**src/rtl/memdec_pkg.sv**
```systemverilog
package memdec_pkg;

    parameter int WORD_AW  = 23;   // CPU word address width
    parameter int PHYS_AW  = 20;   // physical word address over all banks
    parameter int DATA_W   = 16;

    typedef enum logic [2:0] {
        RG_NONE,
        RG_CHIP,
        RG_FAST,
        RG_KICK,
        RG_PERI,
        RG_BOOT
    } region_e;

    typedef struct packed {
        region_e              region;
        logic [PHYS_AW-1:0]   phys;
    } decode_t;

    typedef enum logic [1:0] {
        AC_IDLE,
        AC_STRETCH,
        AC_DONE
    } acc_state_e;

endpackage

```
**src/rtl/mem_region_decode.sv**
```systemverilog
module mem_region_decode
    import memdec_pkg::*;
#(
    parameter int unsigned BOOT_AW   = 8,
    parameter logic [WORD_AW-1:0] CHIP_BASE = 23'h000000,
    parameter logic [WORD_AW-1:0] CHIP_SIZE = 23'h040000,
    parameter logic [WORD_AW-1:0] FAST_BASE = 23'h100000,
    parameter logic [WORD_AW-1:0] FAST_SIZE = 23'h080000,
    parameter logic [WORD_AW-1:0] KICK_BASE = 23'h7C0000,
    parameter logic [WORD_AW-1:0] KICK_SIZE = 23'h040000,
    parameter logic [WORD_AW-1:0] PERI_BASE = 23'h5F8000,
    parameter logic [WORD_AW-1:0] PERI_SIZE = 23'h008000,
    parameter logic [PHYS_AW-1:0] CHIP_PHYS = 20'h00000,
    parameter logic [PHYS_AW-1:0] FAST_PHYS = 20'h40000,
    parameter logic [PHYS_AW-1:0] KICK_PHYS = 20'hC0000
) (
    input  logic [WORD_AW-1:0] word_addr,
    input  logic               overlay,
    output decode_t            dec
);

    localparam int NREG = 4;
    localparam logic [WORD_AW-1:0] BOOT_WORDS = WORD_AW'(1) << BOOT_AW;
    localparam logic [WORD_AW-1:0] BASES [NREG] = '{CHIP_BASE, FAST_BASE, KICK_BASE, PERI_BASE};
    localparam logic [WORD_AW-1:0] SIZES [NREG] = '{CHIP_SIZE, FAST_SIZE, KICK_SIZE, PERI_SIZE};
    localparam logic [PHYS_AW-1:0] POFFS [NREG] = '{CHIP_PHYS, FAST_PHYS, KICK_PHYS, '0};
    localparam region_e            CODES [NREG] = '{RG_CHIP, RG_FAST, RG_KICK, RG_PERI};

    logic [WORD_AW-1:0] off [NREG];

    always_comb begin
        dec.region = RG_NONE;
        dec.phys   = '0;
        for (int i = 0; i < NREG; i++) begin
            off[i] = word_addr - BASES[i];
            if (dec.region == RG_NONE && off[i] < SIZES[i]) begin
                dec.region = CODES[i];
                dec.phys   = POFFS[i] + off[i][PHYS_AW-1:0];
            end
        end
        // boot overlay takes priority over the chip window it covers
        if (overlay && word_addr < BOOT_WORDS) begin
            dec.region = RG_BOOT;
            dec.phys   = '0;
        end
    end

endmodule

```
**src/rtl/boot_rom.sv**
```systemverilog
module boot_rom
    import memdec_pkg::*;
#(
    parameter int unsigned BOOT_AW  = 8,
    parameter logic [7:0]  BOOT_TAG = 8'hB0
) (
    input  logic [BOOT_AW-1:0] idx,
    output logic [DATA_W-1:0]  word
);

    // contents are computed: a tag in the upper byte, the word index below
    always_comb begin
        word = (DATA_W'(BOOT_TAG) << 8) | DATA_W'(idx);
    end

endmodule

```
**src/rtl/access_ctl.sv**
```systemverilog
module access_ctl
    import memdec_pkg::*;
#(
    parameter int unsigned PER_DIV = 10
) (
    input  logic              clk,
    input  logic              rst_por_n,
    input  logic              cpu_rst,
    input  logic              ldr_lock_set,
    input  logic              ldr_boot_set,
    input  logic              cpu_req,
    input  logic              is_peri,
    input  logic [DATA_W-1:0] bus_rdata,
    output logic              ack,
    output logic [DATA_W-1:0] rdata,
    output logic              lock,
    output logic              overlay,
    output logic              idle,
    output logic              stretching
);

    localparam int CW = $clog2(PER_DIV + 1);
    localparam logic [CW-1:0] CNT_LAST = CW'(PER_DIV - 1);

    typedef struct packed {
        acc_state_e         st;
        logic [CW-1:0]      cnt;
        logic               ack;
        logic [DATA_W-1:0]  rdata;
        logic               lock;
        logic               boot_done;
        logic               overlay;
    } ctl_t;

    localparam ctl_t CTL_RESET = '{
        st: AC_IDLE, cnt: '0, ack: 1'b0, rdata: '0,
        lock: 1'b0, boot_done: 1'b0, overlay: 1'b1
    };

    ctl_t ctl_d, ctl_q;

    always_comb begin
        ctl_d       = ctl_q;
        ctl_d.ack   = 1'b0;
        ctl_d.rdata = '0;
        if (ldr_lock_set) ctl_d.lock = 1'b1;
        if (ldr_boot_set) ctl_d.boot_done = 1'b1;

        unique case (ctl_q.st)
            AC_IDLE: begin
                if (cpu_req) begin
                    if (is_peri) begin
                        ctl_d.st  = AC_STRETCH;
                        ctl_d.cnt = CW'(1);
                    end else begin
                        ctl_d.st    = AC_DONE;
                        ctl_d.ack   = 1'b1;
                        ctl_d.rdata = bus_rdata;
                    end
                end
            end
            AC_STRETCH: begin
                if (!cpu_req) begin
                    ctl_d.st  = AC_IDLE;
                    ctl_d.cnt = '0;
                end else if (ctl_q.cnt == CNT_LAST) begin
                    ctl_d.st    = AC_DONE;
                    ctl_d.cnt   = '0;
                    ctl_d.ack   = 1'b1;
                    ctl_d.rdata = bus_rdata;
                end else begin
                    ctl_d.cnt = ctl_q.cnt + CW'(1);
                end
            end
            AC_DONE: begin
                if (!cpu_req) ctl_d.st = AC_IDLE;
            end
            default: ctl_d.st = AC_IDLE;
        endcase

        if (cpu_rst) begin
            ctl_d.st    = AC_IDLE;
            ctl_d.cnt   = '0;
            ctl_d.ack   = 1'b0;
            ctl_d.rdata = '0;
            if (ctl_q.boot_done) ctl_d.overlay = 1'b0;
        end
    end

    always_ff @(posedge clk) begin
        if (!rst_por_n) ctl_q <= CTL_RESET;
        else            ctl_q <= ctl_d;
    end

    always_comb begin
        ack        = ctl_q.ack;
        rdata      = ctl_q.rdata;
        lock       = ctl_q.lock;
        overlay    = ctl_q.overlay;
        idle       = (ctl_q.st == AC_IDLE);
        stretching = (ctl_q.st == AC_STRETCH);
    end

endmodule

```
**src/rtl/boot_mem_decoder.sv**
```systemverilog
module boot_mem_decoder
    import memdec_pkg::*;
#(
    parameter int unsigned PER_DIV  = 10,
    parameter int unsigned BOOT_AW  = 8,
    parameter int unsigned NBANK    = 2,
    localparam int BANK_AW = PHYS_AW - $clog2(NBANK)
) (
    input  logic                clk,
    input  logic                rst_por_n,
    input  logic                cpu_rst,
    input  logic                ldr_lock_set,
    input  logic                ldr_boot_set,
    input  logic                cpu_req,
    input  logic                cpu_rw,
    input  logic                cpu_uds,
    input  logic                cpu_lds,
    input  logic [WORD_AW-1:0]  cpu_addr,
    input  logic [DATA_W-1:0]   cpu_wdata,
    output logic                cpu_ack,
    output logic [DATA_W-1:0]   cpu_rdata,
    output logic [NBANK-1:0]    ram_bank_en,
    output logic [BANK_AW-1:0]  ram_addr,
    output logic                ram_ube,
    output logic                ram_lbe,
    output logic                ram_oe,
    output logic                ram_we,
    output logic [DATA_W-1:0]   ram_wdata,
    input  logic [DATA_W-1:0]   ram_rdata,
    output logic                per_sel,
    output logic                per_we,
    output logic [DATA_W-1:0]   per_wdata,
    input  logic [DATA_W-1:0]   per_rdata
);

    localparam int BSEL_W = PHYS_AW - BANK_AW;

    decode_t            dec;
    logic [DATA_W-1:0]  rom_word;
    logic [DATA_W-1:0]  bus_rdata;
    logic               lock_w;
    logic               overlay_w;
    logic               idle_w;
    logic               stretch_w;
    logic               access_ok;
    logic               ram_hit;
    logic               ram_act;
    logic [BSEL_W-1:0]  bank_idx;

    mem_region_decode #(
        .BOOT_AW (BOOT_AW)
    ) u_decode (
        .word_addr (cpu_addr),
        .overlay   (overlay_w),
        .dec       (dec)
    );

    boot_rom #(
        .BOOT_AW (BOOT_AW)
    ) u_boot_rom (
        .idx  (cpu_addr[BOOT_AW-1:0]),
        .word (rom_word)
    );

    access_ctl #(
        .PER_DIV (PER_DIV)
    ) u_ctl (
        .clk          (clk),
        .rst_por_n    (rst_por_n),
        .cpu_rst      (cpu_rst),
        .ldr_lock_set (ldr_lock_set),
        .ldr_boot_set (ldr_boot_set),
        .cpu_req      (cpu_req),
        .is_peri      (dec.region == RG_PERI),
        .bus_rdata    (bus_rdata),
        .ack          (cpu_ack),
        .rdata        (cpu_rdata),
        .lock         (lock_w),
        .overlay      (overlay_w),
        .idle         (idle_w),
        .stretching   (stretch_w)
    );

    always_comb begin
        access_ok = cpu_req && idle_w;
        ram_hit   = (dec.region == RG_CHIP) || (dec.region == RG_FAST) ||
                    (dec.region == RG_KICK);
        bank_idx  = dec.phys[PHYS_AW-1:BANK_AW];

        ram_oe    = access_ok && ram_hit && cpu_rw;
        ram_we    = access_ok && ram_hit && !cpu_rw &&
                    !((dec.region == RG_KICK) && lock_w);
        ram_act   = ram_oe || ram_we;
        ram_addr  = dec.phys[BANK_AW-1:0];
        ram_ube   = ram_act && cpu_uds;
        ram_lbe   = ram_act && cpu_lds;
        ram_wdata = ram_we ? cpu_wdata : '0;

        per_sel   = cpu_req && (dec.region == RG_PERI) && (idle_w || stretch_w);
        per_we    = per_sel && !cpu_rw;
        per_wdata = per_we ? cpu_wdata : '0;

        // OR-combined read bus: unselected sources contribute zero
        bus_rdata = (ram_oe ? ram_rdata : '0) |
                    ((dec.region == RG_BOOT && cpu_rw) ? rom_word : '0) |
                    ((per_sel && cpu_rw) ? per_rdata : '0);
    end

    for (genvar b = 0; b < NBANK; b++) begin : g_bank
        always_comb ram_bank_en[b] = ram_act && (bank_idx == BSEL_W'(b));
    end

endmodule

```
**config.mk**
```make
export PLATFORM = sky130hd
export DESIGN_NAME = boot_mem_decoder
export DESIGN_NICKNAME = d
export VERILOG_FILES = /design/src/rtl/memdec_pkg.sv /design/src/rtl/mem_region_decode.sv /design/src/rtl/boot_rom.sv /design/src/rtl/access_ctl.sv /design/src/rtl/boot_mem_decoder.sv
export SDC_FILE = /design/constraint.sdc
export NUM_CORES = 1
export LEC_CHECK = 0
export BUFFER_PORTS_ARGS = -buffer_cell sky130_fd_sc_hd__buf_2
export CAP_MARGIN = 25
export CORE_ASPECT_RATIO = 2
export CORE_UTILIZATION = 30
export CTS_CLUSTER_DIAMETER = 200
export DETAILED_ROUTE_END_ITERATION = 10
export GPL_ROUTABILITY_DRIVEN = 0
export SLEW_MARGIN = 10
export SYNTH_ARGS = -nofsm -noshare
export SYNTH_HDL_FRONTEND = slang
export SYNTH_SLANG_ARGS = --single-unit
```
**constraint.sdc**
```tcl
create_clock -name clk -period 3.45 [get_ports clk]
set_input_delay 0.69 -clock clk [delete_from_list [all_inputs] [get_ports clk]]
set_output_delay 0.69 -clock clk [all_outputs]
set_load 0.005 [all_outputs]
```
Word level (Yosys, flattened, before mapping)
Index checks and enable logic that the tools add are counted.
W data, S select, Z words.
{ "classes": {"addsub": 6, "multipliers": 0, "n_div": 0, "n_lt_le_gt_ge": 5, "eq_ne": 12, "shift": 0, "n_mux": 22, "bitwise_logic": 4, "n_reduce_logical": 34} }
{ "ops": {"columns": ["op", "n"], "rows": [
  ["$mux W23", 5],
  ["$mux W16", 5],
  ["$mux W17", 3],
  ["$lt A23 B19 Y1 const B", 2],
  ["$sub A23 B23 Y23 const B", 2],
  ["$pmux W21 S2", 1],
  ["$or A16 B16 Y16", 2],
  ["$lt A23 B16 Y1 const B", 1],
  ["$lt A23 B20 Y1 const B", 1],
  ["$lt A23 B9 Y1 const B", 1],
  ["$sub A23 B21 Y23 const B", 1],
  ["$mux W21", 1],
  ["$add A19 B20 Y20 const A", 1],
  ["$add A20 B20 Y20 const A", 1],
  ["$logic_and A1 B1 Y1", 19],
  ["$logic_not A3 Y1", 3],
  ["$mux W4", 2],
  ["$eq A3 B2 Y1 const B", 2],
  ["$eq A3 B3 Y1 const B", 2],
  ["$mux W2", 3],
  ["$mux W6", 1],
  ["$pmux W2 S3", 1],
  ["$reduce_and A3 Y1", 2],
  ["$add A4 B1 Y4 const B", 1],
  ["other kinds (14)", 20]
]} }
{ "totals": {"register_bits": 26, "latchBits": 0, "mem_bits_rw": 0, "romBits": 0, "inputBits": 80, "out_inout_bits": 76, "wordCells": 90, "mem_count": 0} }

Logic depth before layout (Yosys ltp)
{ "logic_depth": {"word_depth": 23, "ltp_mapped": 10, "depth_no_buf": 8} }

Modules after synthesis
From an unflattened synthesis, not the netlist that was laid out.
{ "hier_totals": {"cells_unflattened": 311, "hier_area_um2": 2519.9} }
{ "by_module_without_submodules": {"columns": ["module", "instances", "cells_per_inst", "area_per_inst_um2", "seq_area_each_um2"], "rows": [
  ["access_ctl", 1, 98, 1033.5, 520.5],
  ["boot_mem_decoder", 1, 109, 762.0, 0.0],
  ["mem_region_decode", 1, 86, 596.8, 0.0],
  ["boot_rom", 1, 18, 127.6, 0.0]
]} }

Worst setup path before layout
OpenSTA, ideal clock, no wires.
{ "synth_path": {"path_kind": "input -> output", "start": "in cpu_addr[18]", "end": "out per_wdata[10]", "arrival_time_ns": 2.468, "required_ns": 2.760, "slack_ns": 0.292, "stages": 9, "path_buffers": 2, "path_cell_list": "ha_1 -> or3b_1 -> a21boi_1 -> o2111ai_2 -> or2_1 -> buf_4 -> nor3_4 -> buf_6 -> and2_1"} }
{ "synth_via": {"elab_chain_len": 17, "elab_cells_between_ends": 25, "cone_classes": "add/sub: 3; order compare: 5; eq/ne: 1; mux: 6; reduce/logical: 10"} }
{ "synth_lines": {"columns": ["item", "line_no", "rtl"], "rows": [
  ["start: declaration", "boot_mem_decoder.sv:18", "input logic [WORD_AW-1:0] cpu_addr,"],
  ["branches (longest 11 deep; another with $sub A23 B21 Y23)", null, null],
  ["$mux W23 (*)", "mem_region_decode.sv:42", "if (overlay && word_addr < BOOT_WORDS) begin"],
  ["$eq A3 B3 Y1 (*)", "boot_mem_decoder.sv:99", "per_sel = cpu_req && (dec.region == RG_PERI) && (idle_w || stretch_w);"],
  ["$logic_and A1 B1 Y1 (*) (2 in series)", "boot_mem_decoder.sv:99", null],
  ["$logic_and A1 B1 Y1 (*)", "boot_mem_decoder.sv:100", "per_we = per_sel && !cpu_rw;"],
  ["via per_we", "boot_mem_decoder.sv:31", "output logic per_we,"],
  ["$mux W16 (*)", "boot_mem_decoder.sv:101", "per_wdata = per_we ? cpu_wdata : '0;"],
  ["end: declaration", "boot_mem_decoder.sv:32", "output logic [DATA_W-1:0] per_wdata,"]
]} }
Mark *: on every way through the listed nets, which the timed path passes.

Final worst setup path
{ "layout_path": {"start": "in cpu_addr[15]", "end": "out ram_addr[1]"} }
{ "layout_via": {"elab_chain_len": 12, "elab_cells_between_ends": 20, "cone_classes": "add/sub: 3; order compare: 5; mux: 5; reduce/logical: 7"} }
{ "layout_lines": {"columns": ["item", "line_no", "rtl"], "rows": [
  ["branches (longest 11 deep; another with $sub A23 B21 Y23)", null, null],
  ["$mux W23 (*)", "mem_region_decode.sv:42", null],
  ["end: declaration", "boot_mem_decoder.sv:23", "output logic [BANK_AW-1:0] ram_addr,"]
]} }
Mark *: on every way between the ends.

==> flow_results.org <==
** Drt
- Average routed wire per standard cell :: 13.2 um
- Remaining antenna violation count :: 0
- Post-DR vias/cell :: 4.63
- The final layout contains routed wiring with a total length of 6.26 mm.
- For this block, the initial DRC count from the detailed router was 50.
- Detailed-route DRC error count :: 0
- Via total after detailed routing :: 2,188
- The first detailed-routing pass took 4 iterations.

** Clocking
- Once the clock tree was built, the resizer swapped 0 gates to a different size.
- Num Clock Sinks :: 26
- The clock passes through at most 2 buffers.
- CTS H-tree lvls :: 1
- After clock tree synthesis, the flow added hold-fix buffers numbering 0.
- For the worst-skew pair, the clock arrives at the later sink with an insertion delay of 0.26 ns.
- TritonCTS clock tree :: done
- Clock-pin slew was measured on the worst setup and hold paths at 0.06 ns.
- Clock tree synthesis selected as its root buffer the cell sky130_fd_sc_hd__clkbuf_16.
- Inserted Clock Buffers :: 3
- Post-CTS timing repair inserted 0 buffers for setup.

** Die
- Core Box Area :: 6570 um2
- The die is 60.2 um wide.
- For this configuration, the core starts out at a cell density of 0.310.
- Die Height :: 118 um
- 156 I/O pins were placed.
- The die covers 7130 um2.
- Placement Rows :: 42

** STA
- Post-route setup TNS :: 0 ns
- Timing would allow up to 302 MHz.
- At the pin with the least slew margin, the transition time is 0.520 ns.
- Final-report setup violation count :: 0
- The clock arrives with 0.00549 ns of skew.
- Measured against its own limit, the worst slew margin works out to 0.653.
- Final worst path period share :: 0.960
- The final-report hold violation count was 0.
- Final count of pins violating max slew :: 0
- Tightest hold margin :: 0.445 ns
- Min cycle time layout :: 3.31 ns

** Power
- For this design the static power due to leakage is 1.55 nW.
- IR analysis of the VDD net gives a maximum drop of 161 uV.
- For this design the ratio of total power to cell area is 267 nW/um2.
- The completed layout was analyzed and its total power is 0.783 mW.

** Worst hold path
- The worst hold path was traced through 2 stages.
- The min-delay analysis places its worst path in the category reg2reg.
- Endpoint, Worst Hold :: u_ctl.overlay$_SDFFE_PN1P_
- Origin of the worst min-delay path :: u_ctl.overlay$_SDFFE_PN1P_

** Worst setup path
- Number of buffer and inverter instances along the worst setup path :: 3
- Worst r2r path cells :: 8
- In this design, the stage delay of the slowest critical-path cell is 0.65 ns.
- Worst-path cell chain :: buf_2 -> inv_1 -> ha_1 -> or4b_2 -> or3_2 -> and3_1 -> buf_2
- The worst setup path is captured at an output pin.
- Category of the worst setup path launch point :: input port
- FF-to-FF Start :: u_ctl.ctl_q[25]$_SDFFE_PP0P_
- For this design, the slowest cell found on the critical path is sky130_fd_sc_hd__or4b_2.
- The setup path with the least slack is of type in2out.
- In this run the critical register-to-register path is captured at u_ctl.rdata[1]$_SDFF_PP0_.
- For flop-to-flop paths, the worst setup slack is 1.48 ns.
- Most used cell along the critical path :: sky130_fd_sc_hd__buf_2
- Data required time of the worst path :: 2.76 ns
- Cell type group with the largest total delay on the critical path :: simple AND/OR/NAND/NOR gates
- At the worst endpoint, the arrival time is 2.62 ns.
- Worst-path fanout max :: 10

** Yosys
- Counting instances in the post-synthesis netlist gives the leading cell types as sky130_fd_sc_hd__and2_1 (43), sky130_fd_sc_hd__dfxtp_1 (26), sky130_fd_sc_hd__buf_4 (18), sky130_fd_sc_hd__nor2_1 (16), sky130_fd_sc_hd__nand2_1 (15).
- The most used flip-flop cell after synthesis is sky130_fd_sc_hd__dfxtp_1.
- FF+latch count, synth :: 26
- Number of enable-type register cells in the synthesized netlist :: 0
- Post-Synthesis Mean Instance Area :: 8.37 um2
- Share of Yosys cell area claimed by the top area cell type :: 0.256
- Synth async-reset ratio :: 0
- Seq/Total Area, Yosys :: 0.256
- Gate count after technology mapping :: 243
- Among all cell types in the netlist, the one instantiated most often is sky130_fd_sc_hd__and2_1.
- Post-synth design cell area :: 2030 um2
- Summed over all instances, the cell type with the most area after synthesis is sky130_fd_sc_hd__dfxtp_1.
- Yosys warning total :: 0
- Synthesis instantiated 48 different standard cells from the library.
- Ranking of synthesized cells by area :: sky130_fd_sc_hd__dfxtp_1 (26%), sky130_fd_sc_hd__and2_1 (13%), sky130_fd_sc_hd__buf_4 (6.6%)
- When the netlist entered floorplanning its net count stood at 332.

** Global routing
- Total overflow reported by the global router :: 0
- The first global-routing pass estimated 9.24 mm of wire.
- Initial antenna violation count :: 0
- Entering global routing, the biggest net connects 18 pins.
- In the global route stage, overall resource usage came out at 0.169.
- The number of global-route vias before repair was 1,958.

** Cells and area
- Final core area utilization :: 0.446
- The layout has 687 filler cells.
- Total number of nets in the final design :: 475
- 0 antenna diodes ended up in the layout.
- Share of final-layout standard cells stronger than drive strength 1 :: 0.483
- Layout area overhead :: 44.1%

** Placed design
- Detailed placement finished with a half-perimeter wire length of 5.19 mm.
- Port buffering added 155 buffers.

** Outcome
- Outcome :: finished, final reports clean

** Run
- Across the run, the number of max-cap violations was 0.
per-stage QoR:
stage,area (um2),setup WS [ns],instances
after global placement,2820,0.145,469
after CTS,2920,0.102,473
after detailed placement,2820,0.109,469
after floorplan,2030,0.292,243
final,2930,0.139,473
after global routing,2930,-0.00135,473
sequential cells by signal, indices dropped and copies added, names as in the netlist:
name           count
u_ctl.ack          1
u_ctl.lock         1
u_ctl.ctl_q        7
u_ctl.rdata       16
u_ctl.overlay      1
where the power goes:
group,internal (mW),leakage [nW],switching [mW]
Sequential,0.304,0.211,0.00254
Combinational,0.0743,1.29,0.0731
Clock,0.230,0.0511,0.0985
tightest hold or removal path: stages (launching register included):
cell                      delay, ns
sky130_fd_sc_hd__dfxtp_1       0.31
sky130_fd_sc_hd__nand2_1       0.05
sky130_fd_sc_hd__nand2_1       0.04
final cells by class:
type / count / area (um2) / area share
tap: 88 / 110 / 0.0376
sequential: 26 / 520 / 0.178
timing repair buffer: 166 / 883 / 0.301
clock buffer: 3 / 75.1 / 0.0256
multi-input combinational: 181 / 1280 / 0.437
clock inverter: 1 / 30.0 / 0.0102
inverter: 8 / 30.0 / 0.0102
metal layers:
| layer | global-route usage | up-vias | share of wire |
|---|---|---|---|
| li1 | - | 1115 | - |
| met1 | 0.178 | 978 | 0.38 |
| met2 | 0.324 | 87 | 0.56 |
| met3 | 0.00875 | 8 | 0.041 |
| met4 | 0.0654 | 0 | 0.023 |
| met5 | 0 | - | 0 |
placed cells by master, fill, tap and decap left out, types with 4 or more instances in the layout:
master	instances
sky130_fd_sc_hd__buf_2	155
sky130_fd_sc_hd__and2_1	43
sky130_fd_sc_hd__dfxtp_1	26
sky130_fd_sc_hd__nor2_1	16
sky130_fd_sc_hd__nand2_1	15
sky130_fd_sc_hd__and3_1	12
sky130_fd_sc_hd__a22oi_1	11
sky130_fd_sc_hd__a21oi_1	9
sky130_fd_sc_hd__ha_1	9
sky130_fd_sc_hd__buf_4	9
sky130_fd_sc_hd__inv_1	8
sky130_fd_sc_hd__nand3_1	7
sky130_fd_sc_hd__a31oi_1	4
sky130_fd_sc_hd__o21ai_0	4
sky130_fd_sc_hd__o21a_1	4
cells by family after synthesis:
family / after synthesis / share of synthesized area
buf+inv: 36 / 0.120
simple gates: 118 / 0.345
xor+xnor: 4 / 0.0172
compound gates: 49 / 0.201
fa+ha+maj: 9 / 0.0554
mux: 1 / 0.00492
flops: 26 / 0.256
how the worst max path moves through the flow:
stage / endpoint / from / depth (start not counted) / slack (ns)
floorplan: per_wdata[10] / cpu_addr[18] / 9 / 0.29
global placement: ram_addr[15] / cpu_addr[15] / 8 / 0.14
detailed placement: per_wdata[12] / cpu_addr[18] / 10 / 0.11
CTS: per_wdata[12] / cpu_addr[18] / 10 / 0.10
global route: per_wdata[12] / cpu_addr[18] / 10 / -0.001
finish: ram_addr[1] / cpu_addr[15] / 7 / 0.14
(Power assumes the default switching activity.)
